**config.mk**
```make
export PLATFORM = sky130hd
export DESIGN_NAME = rpn_stack_engine
export DESIGN_NICKNAME = d
export VERILOG_FILES = /design/src/rtl/rpn_pkg.sv /design/src/rtl/rpn_alu.sv /design/src/rtl/rpn_dmem.sv /design/src/rtl/rpn_stack_engine.sv
export SDC_FILE = /design/constraint.sdc
export NUM_CORES = 1
export LEC_CHECK = 0
export BUFFER_PORTS_ARGS = -buffer_cell sky130_fd_sc_hd__buf_2
export CAP_MARGIN = 20
export CORE_ASPECT_RATIO = 1.2
export CORE_MARGIN = 2
export CORE_UTILIZATION = 50
export CTS_CLUSTER_SIZE = 10
export DETAILED_ROUTE_END_ITERATION = 8
export PLACE_DENSITY = 0.66
export SLEW_MARGIN = 20
export SYNTH_ARGS = -nofsm -noshare
export SYNTH_HDL_FRONTEND = slang
export SYNTH_SLANG_ARGS = --single-unit
```
**constraint.sdc**
```tcl
create_clock -name clk -period 14.35 [get_ports clk]
set_clock_uncertainty 0.05 [all_clocks]
set_input_delay 0.7175 -clock clk [delete_from_list [all_inputs] [get_ports clk]]
set_output_delay 0.7175 -clock clk [all_outputs]
set_load 0.005 [all_outputs]
```
**src/rtl/rpn_pkg.sv**
```systemverilog
package rpn_pkg;

    typedef enum logic [1:0] {
        OP_PUSH = 2'b00,
        OP_POP  = 2'b01,
        OP_ADD  = 2'b10,
        OP_MUL  = 2'b11
    } rpn_op_e;

endpackage

```
**src/rtl/rpn_alu.sv**
```systemverilog
module rpn_alu #(
    parameter int WORD_W = 16
) (
    input  logic [WORD_W-1:0] opa,
    input  logic [WORD_W-1:0] opb,
    input  logic              do_mul,
    output logic [WORD_W-1:0] res
);

    logic [WORD_W-1:0] sum_w;
    logic [WORD_W-1:0] prod_w;

    always_comb begin
        sum_w  = opa + opb;
        prod_w = opa * opb;
        res    = do_mul ? prod_w : sum_w;
    end

endmodule

```
**src/rtl/rpn_dmem.sv**
```systemverilog
module rpn_dmem #(
    parameter int WORD_W = 16,
    parameter int ADDR_W = 4,
    localparam int WORDS = 1 << ADDR_W
) (
    input  logic              clk,
    input  logic [ADDR_W-1:0] rd_addr,
    output logic [WORD_W-1:0] rd_data,
    input  logic              hi_we,
    input  logic [ADDR_W-1:0] hi_addr,
    input  logic [WORD_W-1:0] hi_data,
    input  logic              lo_we,
    input  logic [ADDR_W-1:0] lo_addr,
    input  logic [WORD_W-1:0] lo_data
);

    logic [WORD_W-1:0] mem_q [WORDS];

    assign rd_data = mem_q[rd_addr];

    // the high-priority port is written last so it wins a collision
    always_ff @(posedge clk) begin
        if (lo_we) mem_q[lo_addr] <= lo_data;
        if (hi_we) mem_q[hi_addr] <= hi_data;
    end

endmodule

```
**src/rtl/rpn_stack_engine.sv**
```systemverilog
module rpn_stack_engine
    import rpn_pkg::*;
#(
    parameter int WORD_W      = 16,
    parameter int STACK_DEPTH = 8,
    parameter int ADDR_W      = 4,
    localparam int CNT_W      = $clog2(STACK_DEPTH + 1),
    localparam int IDX_W      = $clog2(STACK_DEPTH)
) (
    input  logic              clk,
    input  logic              rst,
    input  logic              in_valid,
    output logic              in_ready,
    input  logic [1:0]        in_op,
    input  logic [ADDR_W-1:0] in_addr,
    input  logic              pre_we,
    input  logic [ADDR_W-1:0] pre_addr,
    input  logic [WORD_W-1:0] pre_data,
    output logic [WORD_W-1:0] tos,
    output logic [CNT_W-1:0]  depth,
    output logic              ovf_flag,
    output logic              udf_flag
);

    typedef struct packed {
        logic [STACK_DEPTH-1:0][WORD_W-1:0] stk;
        logic [CNT_W-1:0]                   cnt;
        logic                               ovf;
        logic                               udf;
    } eng_state_t;

    eng_state_t s_d, s_q;

    logic              accept;
    rpn_op_e           op;
    logic              full_q;
    logic              lt2_q;
    logic [IDX_W-1:0]  top_i, sec_i, push_i;
    logic [WORD_W-1:0] top_val, sec_val;
    logic [WORD_W-1:0] mem_rd, alu_res;
    logic              pop_we;

    assign in_ready = !rst;
    assign accept   = in_valid && in_ready;
    assign op       = rpn_op_e'(in_op);
    assign full_q   = (s_q.cnt == CNT_W'(STACK_DEPTH));
    assign lt2_q    = (s_q.cnt < CNT_W'(2));
    assign top_i    = IDX_W'(s_q.cnt - CNT_W'(1));
    assign sec_i    = IDX_W'(s_q.cnt - CNT_W'(2));
    assign push_i   = IDX_W'(s_q.cnt);
    assign top_val  = s_q.stk[top_i];
    assign sec_val  = s_q.stk[sec_i];

    rpn_dmem #(.WORD_W(WORD_W), .ADDR_W(ADDR_W)) u_dmem (
        .clk     (clk),
        .rd_addr (in_addr),
        .rd_data (mem_rd),
        .hi_we   (pop_we),
        .hi_addr (in_addr),
        .hi_data (top_val),
        .lo_we   (pre_we),
        .lo_addr (pre_addr),
        .lo_data (pre_data)
    );

    rpn_alu #(.WORD_W(WORD_W)) u_alu (
        .opa    (sec_val),
        .opb    (top_val),
        .do_mul (op == OP_MUL),
        .res    (alu_res)
    );

    always_comb begin
        s_d    = s_q;
        pop_we = 1'b0;
        if (accept) begin
            unique case (op)
                OP_PUSH: begin
                    if (full_q) begin
                        s_d.ovf = 1'b1;
                    end else begin
                        s_d.stk[push_i] = mem_rd;
                        s_d.cnt         = s_q.cnt + CNT_W'(1);
                    end
                end
                OP_POP: begin
                    if (s_q.cnt == '0) begin
                        s_d.udf = 1'b1;
                    end else begin
                        pop_we  = 1'b1;
                        s_d.cnt = s_q.cnt - CNT_W'(1);
                    end
                end
                OP_ADD, OP_MUL: begin
                    if (lt2_q) begin
                        s_d.udf = 1'b1;
                    end else begin
                        s_d.stk[sec_i] = alu_res;
                        s_d.cnt        = s_q.cnt - CNT_W'(1);
                    end
                end
                default: s_d = s_q;
            endcase
        end
    end

    always_ff @(posedge clk) begin
        if (rst) s_q <= '0;
        else     s_q <= s_d;
    end

    assign tos      = (s_q.cnt == '0) ? '0 : top_val;
    assign depth    = s_q.cnt;
    assign ovf_flag = s_q.ovf;
    assign udf_flag = s_q.udf;

    AST_DEPTH_BOUND: assert property (@(posedge clk) disable iff (rst)
        depth <= CNT_W'(STACK_DEPTH));

    AST_PUSH_GROWS: assert property (@(posedge clk) disable iff (rst)
        (accept && op == OP_PUSH && !full_q) |=> depth == CNT_W'($past(depth) + CNT_W'(1)));

    AST_FULL_PUSH_DROPPED: assert property (@(posedge clk) disable iff (rst)
        (accept && op == OP_PUSH && full_q) |=> ($stable(depth) && ovf_flag));

    AST_SHORT_OPERATOR: assert property (@(posedge clk) disable iff (rst)
        (accept && in_op[1] && lt2_q) |=> ($stable(depth) && $stable(tos) && udf_flag));

    AST_ARITH_SHRINKS: assert property (@(posedge clk) disable iff (rst)
        (accept && in_op[1] && !lt2_q) |=> depth == CNT_W'($past(depth) - CNT_W'(1)));

    AST_IDLE_HOLDS: assert property (@(posedge clk) disable iff (rst)
        (!in_valid) |=> ($stable(depth) && $stable(tos)));

    AST_OVF_STICKY: assert property (@(posedge clk) disable iff (rst)
        ovf_flag |=> ovf_flag);

    AST_UDF_STICKY: assert property (@(posedge clk) disable iff (rst)
        udf_flag |=> udf_flag);

endmodule

```
==> impl_results.md <==
* Fillers at 4,188
* Post-synthesis adder-cell area fraction at 10.0%
* Detail Route Antenna Nets at 0
* Commonest non-fill, non-tap cells in the layout: nor2_1 (369), edfxtp_1 (256), a21oi_1 (216)
* Cts hold-fix bufs at 0
* IO Port Bufs at 52
* Pre-Repair DR Iteration Count at 6
* Mux cell area share after synthesis at 14.6%
* Synth area leader: edfxtp_1
* # IOs at 53
* CTS root buffer: clkbuf_16
* Post-layout min period at between 8 and 9 ns
* Commonest non-fill, non-tap cell in the layout: nor2_1
* DR DRC count at 0
* Status: completed
* Final worst slack at 5.39 ns
* Die Wd at approximately 210 um
* CTS tree: done
* Crit share post-route at between 60% and 70%
* Comb pwr share at 11.6%
* Antenna violations before repair at 2
* Htree depth at 2
* Share of layout cells above drive strength 1 at between 10% and 20%
* Starting density of the core at 50.7%
* Main combinational cell family by area after synthesis: multiplexers
* Main synth FF type: edfxtp_1
* WL per Instance at 26.8 um
* Clk_lat worst skew at 0.61 ns
* Via density at 6.57
* PwrDens at 95.7 nW/um2
* First DRT Iteration DRCs at 2,816
* RSZ-0062 raised after global routing: no
* Internal power at 1.93 mW
* Post-synthesis cell count at 2,455
* Largest net degree at the start of global routing at slightly above 60
* Arrival @ worst endpoint at 9.36 ns
* Hold Crit Class: in -> reg
* Setup crit start kind: flop
* All-Layer GR Usage at between 30% and 40%
* Fin nets at 2,589
* Sequential Power Share at 46.8%
* Pre-CTS setup slack at 5.35 ns
* Distinct cells, synth at 61
* WL final at 82.4 mm
* Clk sinks at 390
* Via Count at a little over 20,000
* Hpwl dp at 53.3 mm
* Sw power at 0.686 mW
* Post-Synth XOR/XNOR Area at 2.09%
* CP Data Required Time at 14.76 ns
* Setup TNS at 0 ns
* FMAX at 112 MHz
* Yosys Warn Count at 0
* Core area at 49,300 um2
* Top cell type's share of synthesized area at 30.7%
* Total grt overflow at 0
* Worst hold stages at 3
* Post-synth EDFFs at around 260
* Synth Area per Inst at 10.2 um2
* CP Capture Type: flop
* Vias in the first global route at a little under 20,000
* Final Slew Violations at 0
* Worst-margin pin slew at about 1.2 ns
* Gpl congestion at ~0.9
* Sw frac at a little over a quarter
* Top post-synthesis cells by area: edfxtp_1 (31%), mux4_2 (13%), dfxtp_1 (11%)
* Post-synthesis cell area at 25,000 um2
* Antenna cells at 0
* Complex-gate fraction of the synthesized area at 14.2%
* Slew margin rel. at between 10% and 20%
* Post-CTS sizing at 0
* Layout area overhead at 9.36%
* Fin. Hold Viols at 0
* Clk buf depth at 3
* Global-route wire length before repair at between 100 and 150 mm
* Core Util, Final at 55.5%
* Syn_nets at 2,638
* Clock share of power at 41.6%
* Number of clock buffers inserted by TritonCTS at 46
* P_leak at just over 10 nW
* Simple-gate area share of the yosys netlist at between 10% and 20%
* Full die area at 51,900 um2
* Die Y at 249 um
* CP max FO at 46
* Number of max-cap violations at 0
* VDD IR-drop max at 0.0900 mV
* Setup violations, final at 0
* Critical Setup Path Class: reg -> reg
* # Post-CTS Setup Buffers at 0
* Async SR Flop Fraction at 0%
* Worst r2r path cells at 26
* Synth Register Bits at 390
* Rows at just under 90
* Clock transition at the registers of the reported paths at 0.06 ns
* Register area share after synthesis at 41.4%
## through the flow
step	hold slack [ns]	area (um2)	instances	total power, mW
floorplan	0.410	25000	2455	1.45
global placement	0.393	25900	2994	1.54
detailed placement	0.403	25900	2994	1.54
CTS	0.322	27300	3070	2.61
global route	0.383	27400	3071	2.68
finish	0.340	27400	3071	2.62
## cell type report
cell class / count / area [um2] / share of cell area, %
well taps: 637 / 797 / 2.91
repair buffers: 119 / 788 / 2.88
inverters: 154 / 578 / 2.11
flip-flops and latches: 390 / 10400 / 37.9
clock inverters: 5 / 88.8 / 0.325
multi-input cells: 1695 / 13500 / 49.2
clock buffers: 71 / 1280 / 4.70
## logic make-up (layout without fill, tap and decap cells)
kind of cell               Yosys count  in the layout
adders and majority gates          153            153
buffers and inverters              370            349
AOI/OAI and AO/OA                  595            595
and+or+nand+nor                    706            706
xor gates and xnor gates            56             56
muxes                              185            185
DFF                                390            390
## final timing paths
path / startpoint / end / slack, ns
max reg2reg: depth[0]$_SDFFE_PP0P_ / s_q[117]$_SDFFE_PP0P_ / 5.39
max: depth[0]$_SDFFE_PP0P_ / s_q[117]$_SDFFE_PP0P_ / 5.39
min: in_valid / udf_flag$_SDFFE_PP0P_ / 0.34
min reg2reg: udf_flag$_SDFFE_PP0P_ / udf_flag$_SDFFE_PP0P_ / 0.42
## flip-flops by register name, summed over array words and instances (netlist names)
signal and count:
depth 4, s_q 128, u_dmem.mem_q 256, udf_flag 1, ovf_flag 1
## worst max-delay path, stage by stage, from the launching register on
cell and delay (ns):
dfxtp_4 0.80, inv_1 0.23, ha_1 0.50, buf_4 0.51, mux4_2 0.42, mux2i_4 0.69, inv_2 0.14, ha_1 0.26
fa_1 0.49, inv_1 0.05, fa_1 0.48, inv_1 0.06, fa_1 0.48, fa_1 0.52, fa_1 0.49, inv_1 0.05
fa_1 0.50, inv_1 0.05, ha_1 0.34, nand3_1 0.12, nand2_1 0.07, a41o_1 0.22, o41ai_1 0.33, xor2_1 0.37
nand2_2 0.22, a32oi_1 0.27, a21oi_1 0.09
## per-layer routing
layer  up-vias  share of wire, %  track usage (%)
met5         -             0.033                0
met4         4               6.1             17.7
met3       257                11             6.44
met2      1337                47             51.5
met1      9827                36             39.2
li1       8738                 -                -
## power groups by stage
stage	sequential, mW	clock [mW]	combinational [mW]
after global placement	1.25	0	0.288
after floorplan	1.24	0	0.209
after detailed placement	1.25	0	0.294
after global routing	1.23	1.14	0.320
after CTS	1.23	1.10	0.294
final	1.23	1.09	0.303
## synth_stat cells, types with 13 or more instances
cell type  instances
nor2_1           375
edfxtp_1         256
a21oi_1          225
nand2_1          188
clkbuf_1         182
o21ai_0          181
inv_1            151
mux4_2           139
dfxtp_1          134
fa_1              80
ha_1              73
a221oi_1          69
nor3_1            65
xnor2_1           43
mux2i_1           28
o221ai_1          24
nand3_1           22
o21ai_1           16
o22ai_1           14
and2_1            13
(Power assumes the default switching activity.)
